--- src/rtl/fpcmp_pkg.sv ---
package fpcmp_pkg;
  typedef enum logic [1:0] {
    REL_EQ = 2'd0,
    REL_LT = 2'd1,
    REL_GT = 2'd2,
    REL_UN = 2'd3
  } rel_e;

  localparam int FLAG_N = 3;
  localparam int FLAG_Z = 2;
  localparam int FLAG_C = 1;
  localparam int FLAG_V = 0;
endpackage

--- src/rtl/fpcmp_classify.sv ---
module fpcmp_classify #(
  parameter int EXP_W = 15,
  parameter int MAN_W = 64,
  localparam int OP_W  = 1 + EXP_W + MAN_W,
  localparam int KEY_W = EXP_W + MAN_W
) (
  input  logic [OP_W-1:0]  op_i,
  output logic             sign_o,
  output logic             nan_o,
  output logic             snan_o,
  output logic             zero_o,
  output logic [KEY_W-1:0] key_o
);
  logic [EXP_W-1:0] exp_f;
  logic [MAN_W-1:0] man_f;
  logic             exp_max, frac_nz;

  assign sign_o  = op_i[OP_W-1];
  assign exp_f   = op_i[MAN_W +: EXP_W];
  assign man_f   = op_i[MAN_W-1:0];
  assign exp_max = &exp_f;
  assign frac_nz = |man_f[MAN_W-2:0];
  assign nan_o   = exp_max & frac_nz;
  assign snan_o  = nan_o & ~man_f[MAN_W-2];
  assign zero_o  = (exp_f == '0) && (man_f == '0);
  // infinity ignores the units bit: flatten it to a single key
  assign key_o   = (exp_max && !frac_nz) ? {exp_f, {MAN_W{1'b0}}} : {exp_f, man_f};
endmodule

--- src/rtl/fpcmp_order.sv ---
module fpcmp_order
  import fpcmp_pkg::*;
#(
  parameter int KEY_W = 79
) (
  input  logic             sign_a_i,
  input  logic             sign_b_i,
  input  logic             nan_a_i,
  input  logic             nan_b_i,
  input  logic             zero_a_i,
  input  logic             zero_b_i,
  input  logic [KEY_W-1:0] key_a_i,
  input  logic [KEY_W-1:0] key_b_i,
  output rel_e             rel_o
);
  logic mag_gt;

  always_comb begin
    mag_gt = key_a_i > key_b_i;
    if (nan_a_i || nan_b_i)        rel_o = REL_UN;
    else if (zero_a_i && zero_b_i) rel_o = REL_EQ;
    else if (sign_a_i != sign_b_i) rel_o = sign_a_i ? REL_LT : REL_GT;
    else if (key_a_i == key_b_i)   rel_o = REL_EQ;
    else if (mag_gt ^ sign_a_i)    rel_o = REL_GT;
    else                           rel_o = REL_LT;
  end
endmodule

--- src/rtl/fpcmp_cond.sv ---
module fpcmp_cond
  import fpcmp_pkg::*;
(
  input  logic [3:0] flags_i,
  input  logic [3:0] cond_i,
  output logic       hit_o
);
  logic n, z, c, v;

  assign n = flags_i[FLAG_N];
  assign z = flags_i[FLAG_Z];
  assign c = flags_i[FLAG_C];
  assign v = flags_i[FLAG_V];

  always_comb begin
    unique case (cond_i)
      4'h0: hit_o = z;
      4'h1: hit_o = ~z;
      4'h2: hit_o = c;
      4'h3: hit_o = ~c;
      4'h4: hit_o = n;
      4'h5: hit_o = ~n;
      4'h6: hit_o = v;
      4'h7: hit_o = ~v;
      4'h8: hit_o = c & ~z;
      4'h9: hit_o = ~c | z;
      4'hA: hit_o = n == v;
      4'hB: hit_o = n != v;
      4'hC: hit_o = ~z & (n == v);
      4'hD: hit_o = z | (n != v);
      4'hE: hit_o = 1'b1;
      default: hit_o = 1'b0;
    endcase
  end
endmodule

--- src/rtl/fpcmp_flags.sv ---
module fpcmp_flags
  import fpcmp_pkg::*;
#(
  parameter int EXP_W = 15,
  parameter int MAN_W = 64,
  localparam int OP_W  = 1 + EXP_W + MAN_W,
  localparam int KEY_W = EXP_W + MAN_W,
  localparam int N_OP  = 2
) (
  input  logic            clk_i,
  input  logic            rst_ni,
  input  logic            valid_i,
  input  logic [OP_W-1:0] op_a_i,
  input  logic [OP_W-1:0] op_b_i,
  input  logic            negate_i,
  input  logic            exc_cmp_i,
  input  logic            unord_mode_i,
  input  logic [3:0]      cond_i,
  output logic            valid_o,
  output logic [3:0]      flags_o,
  output logic            cond_true_o,
  output logic            invalid_o
);
  logic [N_OP-1:0] sgn, nan, snan, zero;
  logic [KEY_W-1:0] key [N_OP];
  rel_e             rel;
  logic [3:0]       flags_d, flags_q;
  logic             inv_d, inv_q, valid_q;
  logic [3:0]       cond_q;

  for (genvar g = 0; g < N_OP; g++) begin : g_cls
    fpcmp_classify #(.EXP_W(EXP_W), .MAN_W(MAN_W)) u_cls (
      .op_i   ((g == 0) ? op_a_i : op_b_i),
      .sign_o (sgn[g]),
      .nan_o  (nan[g]),
      .snan_o (snan[g]),
      .zero_o (zero[g]),
      .key_o  (key[g])
    );
  end

  fpcmp_order #(.KEY_W(KEY_W)) u_ord (
    .sign_a_i (sgn[0]),
    .sign_b_i (sgn[1] ^ negate_i),
    .nan_a_i  (nan[0]),
    .nan_b_i  (nan[1]),
    .zero_a_i (zero[0]),
    .zero_b_i (zero[1]),
    .key_a_i  (key[0]),
    .key_b_i  (key[1]),
    .rel_o    (rel)
  );

  always_comb begin
    unique case (rel)
      REL_EQ:  flags_d = 4'b0110;
      REL_LT:  flags_d = 4'b1000;
      REL_GT:  flags_d = 4'b0010;
      default: flags_d = {2'b00, unord_mode_i, 1'b1};
    endcase
  end

  assign inv_d = (|snan) | (exc_cmp_i & (|nan));

  always_ff @(posedge clk_i or negedge rst_ni) begin
    if (!rst_ni) begin
      valid_q <= 1'b0;
      flags_q <= '0;
      inv_q   <= 1'b0;
      cond_q  <= '0;
    end else begin
      valid_q <= valid_i;
      if (valid_i) begin
        flags_q <= flags_d;
        inv_q   <= inv_d;
        cond_q  <= cond_i;
      end
    end
  end

  fpcmp_cond u_cond (
    .flags_i (flags_q),
    .cond_i  (cond_q),
    .hit_o   (cond_true_o)
  );

  assign valid_o   = valid_q;
  assign flags_o   = flags_q;
  assign invalid_o = inv_q;
endmodule

--- config.mk ---
export PLATFORM = sky130hd
export DESIGN_NAME = fpcmp_flags
export DESIGN_NICKNAME = d
export VERILOG_FILES = /design/src/rtl/fpcmp_pkg.sv /design/src/rtl/fpcmp_classify.sv /design/src/rtl/fpcmp_order.sv /design/src/rtl/fpcmp_cond.sv /design/src/rtl/fpcmp_flags.sv
export SDC_FILE = /design/constraint.sdc
export NUM_CORES = 1
export LEC_CHECK = 0
export BUFFER_PORTS_ARGS = -buffer_cell sky130_fd_sc_hd__buf_2
export CORE_MARGIN = 8
export CORE_UTILIZATION = 47
export DETAILED_ROUTE_END_ITERATION = 6
export HOLD_SLACK_MARGIN = 0.06
export PLACE_DENSITY = 0.91
export SLEW_MARGIN = 15
export SYNTH_ARGS = -nofsm -noshare
export SYNTH_HDL_FRONTEND = slang
export SYNTH_SLANG_ARGS = --single-unit
--- constraint.sdc ---
create_clock -name clk_i -period 2.14 [get_ports clk_i]
set_clock_uncertainty 0.15 [all_clocks]
set_input_delay 0.428 -clock clk_i [delete_from_list [all_inputs] [get_ports clk_i]]
set_output_delay 0.428 -clock clk_i [all_outputs]
set_load 0.02 [all_outputs]
==> impl_results.md <==
* Violated checks: setup timing
* Compound-Gate Fraction of Synth Area at 0.163
* First-pass GRT wire length at 24500 µm
* Cells after Synth at 485
* Multi-input logic area at 0.00286 mm²
* Final TNS setup at -4.62 ns
* Finish-stage setup viols at 6
* Power Density at 282 mW/mm²
* Ant. Diodes at 0
* Synth unique cells at 48
* Vias in the first global route at 5414
* Synthesis-stage register bit count at 10
* Cell Area, Synth at 0.00333 mm²
* GRT Overall Usage at 0.298
* Post-synth top area share at 0.297
* Syn_area_per_cell at 6.87 µm²
* PortBufs at 176
* Fin. Hold Viols at 0
* Fin. max-slew vios at 0
* Layout cells sized above 1 at 0.512
* 1st-iter DRT viols at 351
* Total vias in the final route at 5056
* Clock-pin slew on the worst setup and hold paths at 0.05 ns
* DRT antenna net count at 0
* Hold Slack at 0.273 ns
* Pre-CTS setup slack at -1.56 ns
* Vias per inst at 5.95
* Post-synth top flop: dfrtp_1
* Worst r2r src: flags_o[2]
* Die Ht at 100 µm
* Worst setup path start: op_a_i[6]
* Most common cell in the netlist: inv_1
* Number of flops mapped to enable cells by yosys at 0
* Setup WS post-layout at -1.37 ns
* H-tree Lvls at 1
* Fin crit share at 1.64
* Row cnt at 30
* Clk_lat worst skew at 0.24 ns
* Maxcap violations at 0
* GP Congestion at 0.980
* Total wire length at 17000 µm
* Asr flop ratio synth at 1.00
* Storage element area at 251 µm²
* P&R area growth vs syn at 72.7%
* DRC violations left at 0
* Worst-margin pin slew at 0.436 ns
* Ports at 177
* Fin crit period at 3.51 ns
* DP Cell Count at 837
* TritonCTS buffer count at 3
* Nature of the critical path endpoint: flop
* Mux share of post-synthesis cell area at 0.0293
* Worst rel slew slack at 0.706
* Core area at 0.00683 mm²
* Worst IR drop on VDD at 0.149 mV
* Max clock buf depth at 2
* Root buf cell: clkbuf_8
* Status: finished, violations left
* CTS tree: built
* Yosys warning total at 0
* Die ar. at 0.0100 mm²
* # clock sinks at 10
* Critical-path maximum fanout at 4
* Worst r2r path cells at 4
* Leakage at 3.14 nW
* Initial core utilization at 0.488
* Worst EP arrival at 3.48 ns
* Remaining Overflow, GRT at 0
* Adder-Cell Fraction of Synth Area at 0.297
* Unrepaired setup endpoints after global routing: true
* Biggest area consumer among synthesized cells: ha_1
* Worst setup path class: input pin to flop
* Hold WC Path Type: input pin to flop
* Largest family of logic cells by synthesized area: adder cells
* CP Launch Type: input pin
* Non-filler instance count after layout at 850
* Largest net degree at the start of global routing at 15
* Post-synth top cells: 82 x inv_1, 79 x ha_1, 66 x clkbuf_1, 41 x nor4_1, 38 x a21oi_1
* Final nets at 1004
* Final Util at 0.842
* Syn nets at 734
* Wirelength per Cell at 20.0 µm
* Die W at 100 µm
* Sequential fraction of the synthesis area at 0.0751
* Post-synthesis xor/xnor area fraction at 0.0105
* Post-synthesis simple-gate area fraction at 0.258
* Req. time, crit path at 2.11 ns
* FMAX at 285 MHz
* Synth area leaders: ha_1 30%, inv_1 9.2%, nor4_1 7.7%
* Fillers at 394
* Initial antenna violation count at 1
* DRT Pass-1 Iters at 5
* Worst setup path endpoint: flags_o[3]
* Post-DP HPWL at 13200 µm
* Reg-to-reg slack, setup at 0.53 ns
* Worst R2R End: flags_o[2]
-- worst max-delay path, cell delays in order --
cell and delay [ns]:
buf_2 0.12, nor4_1 0.40, nand4_1 0.24, nor4_4 0.32
a21boi_1 0.13, ha_1 0.32, nand4_1 0.11, nor4_2 0.18
buf_4 0.18, nand4_1 0.23, o21ai_1 0.28, o221a_4 0.23
o31ai_4 0.08, a22o_1 0.22
-- kinds of logic (layout without fill, tap and decap cells) --
family                     count (synthesis)  count (layout)
and+or+nand+nor                          151             151
AOI/OAI and AO/OA                         84              84
DFF                                       10              10
muxes                                      9               9
adders and majority gates                 79              79
xor gates and xnor gates                   4               4
buffers and inverters                    148             417
-- worst min path at each step --
stage	from	end	cells after the start	slack, ns
2_1_floorplan	rst_ni	cond_q[0]	0	-0.02
3_5_place_dp	rst_ni	cond_q[3]	1	0.15
4_1_cts	cond_i[1]	cond_q[1]	2	0.27
5_1_grt	cond_i[1]	cond_q[1]	2	0.28
6_report	cond_i[2]	cond_q[2]	2	0.27
3_3_place_gp	rst_ni	cond_q[2]	1	0.14
-- flip-flops by register name (all words and copies together) (netlist names) --
signal,flops
valid_o,1
flags_o,4
cond_q,4
invalid_o,1
-- layout by cell type, fill, tap and decap left out, types with 6 or more instances in the layout --
cell	netlist	final
a21oi_1	38	36
buf_2	0	160
buf_4	0	153
buf_6	0	15
dfrtp_1	10	9
ha_1	79	79
inv_1	82	81
nand2_1	27	26
nand3_1	12	9
nand4_1	31	31
nor2_1	14	13
nor3_1	7	7
nor4_1	41	22
nor4_2	4	12
nor4_4	0	11
o21ai_0	8	6
-- what timing repair did --
item,CTS,global route
buffers inserted,4,6
resized for setup,42,31
setup endpoints to repair,6,6
pin swaps,15,16
hold buffers,1,0
hold endpoints to repair,10,0
-- layout make-up --
cell class,instances,share of cell area
multi-input combinational,327,0.497
timing repair buffer,331,0.375
inverter,82,0.0535
sequential,10,0.0437
tap,96,0.0209
clock buffer,4,0.00957
-- where the power goes --
part | internal [W] | switching [W] | leakage [nW]
sequential | 0.000210 | 0.0000311 | 0.118
combinational | 0.000579 | 0.000562 | 3.00
clock | 0.000162 | 0.0000761 | 0.0288
total | 0.000951 | 0.000669 | 3.14
-- layer usage --
metal  global-route usage  wire length [µm]
met3               0.0505              1370
met4                0.184              1170
met1                0.294              5780
met5                    0                14
met2                0.565              8630
-- metrics by stage --
stage	instance area (µm²)	total power, W
after floorplan	3380	0.000684
after global placement	5230	0.00114
after detailed placement	5230	0.00122
after CTS	5550	0.00151
after global routing	5750	0.00171
final	5750	0.00162
(Power assumes the default switching activity.)
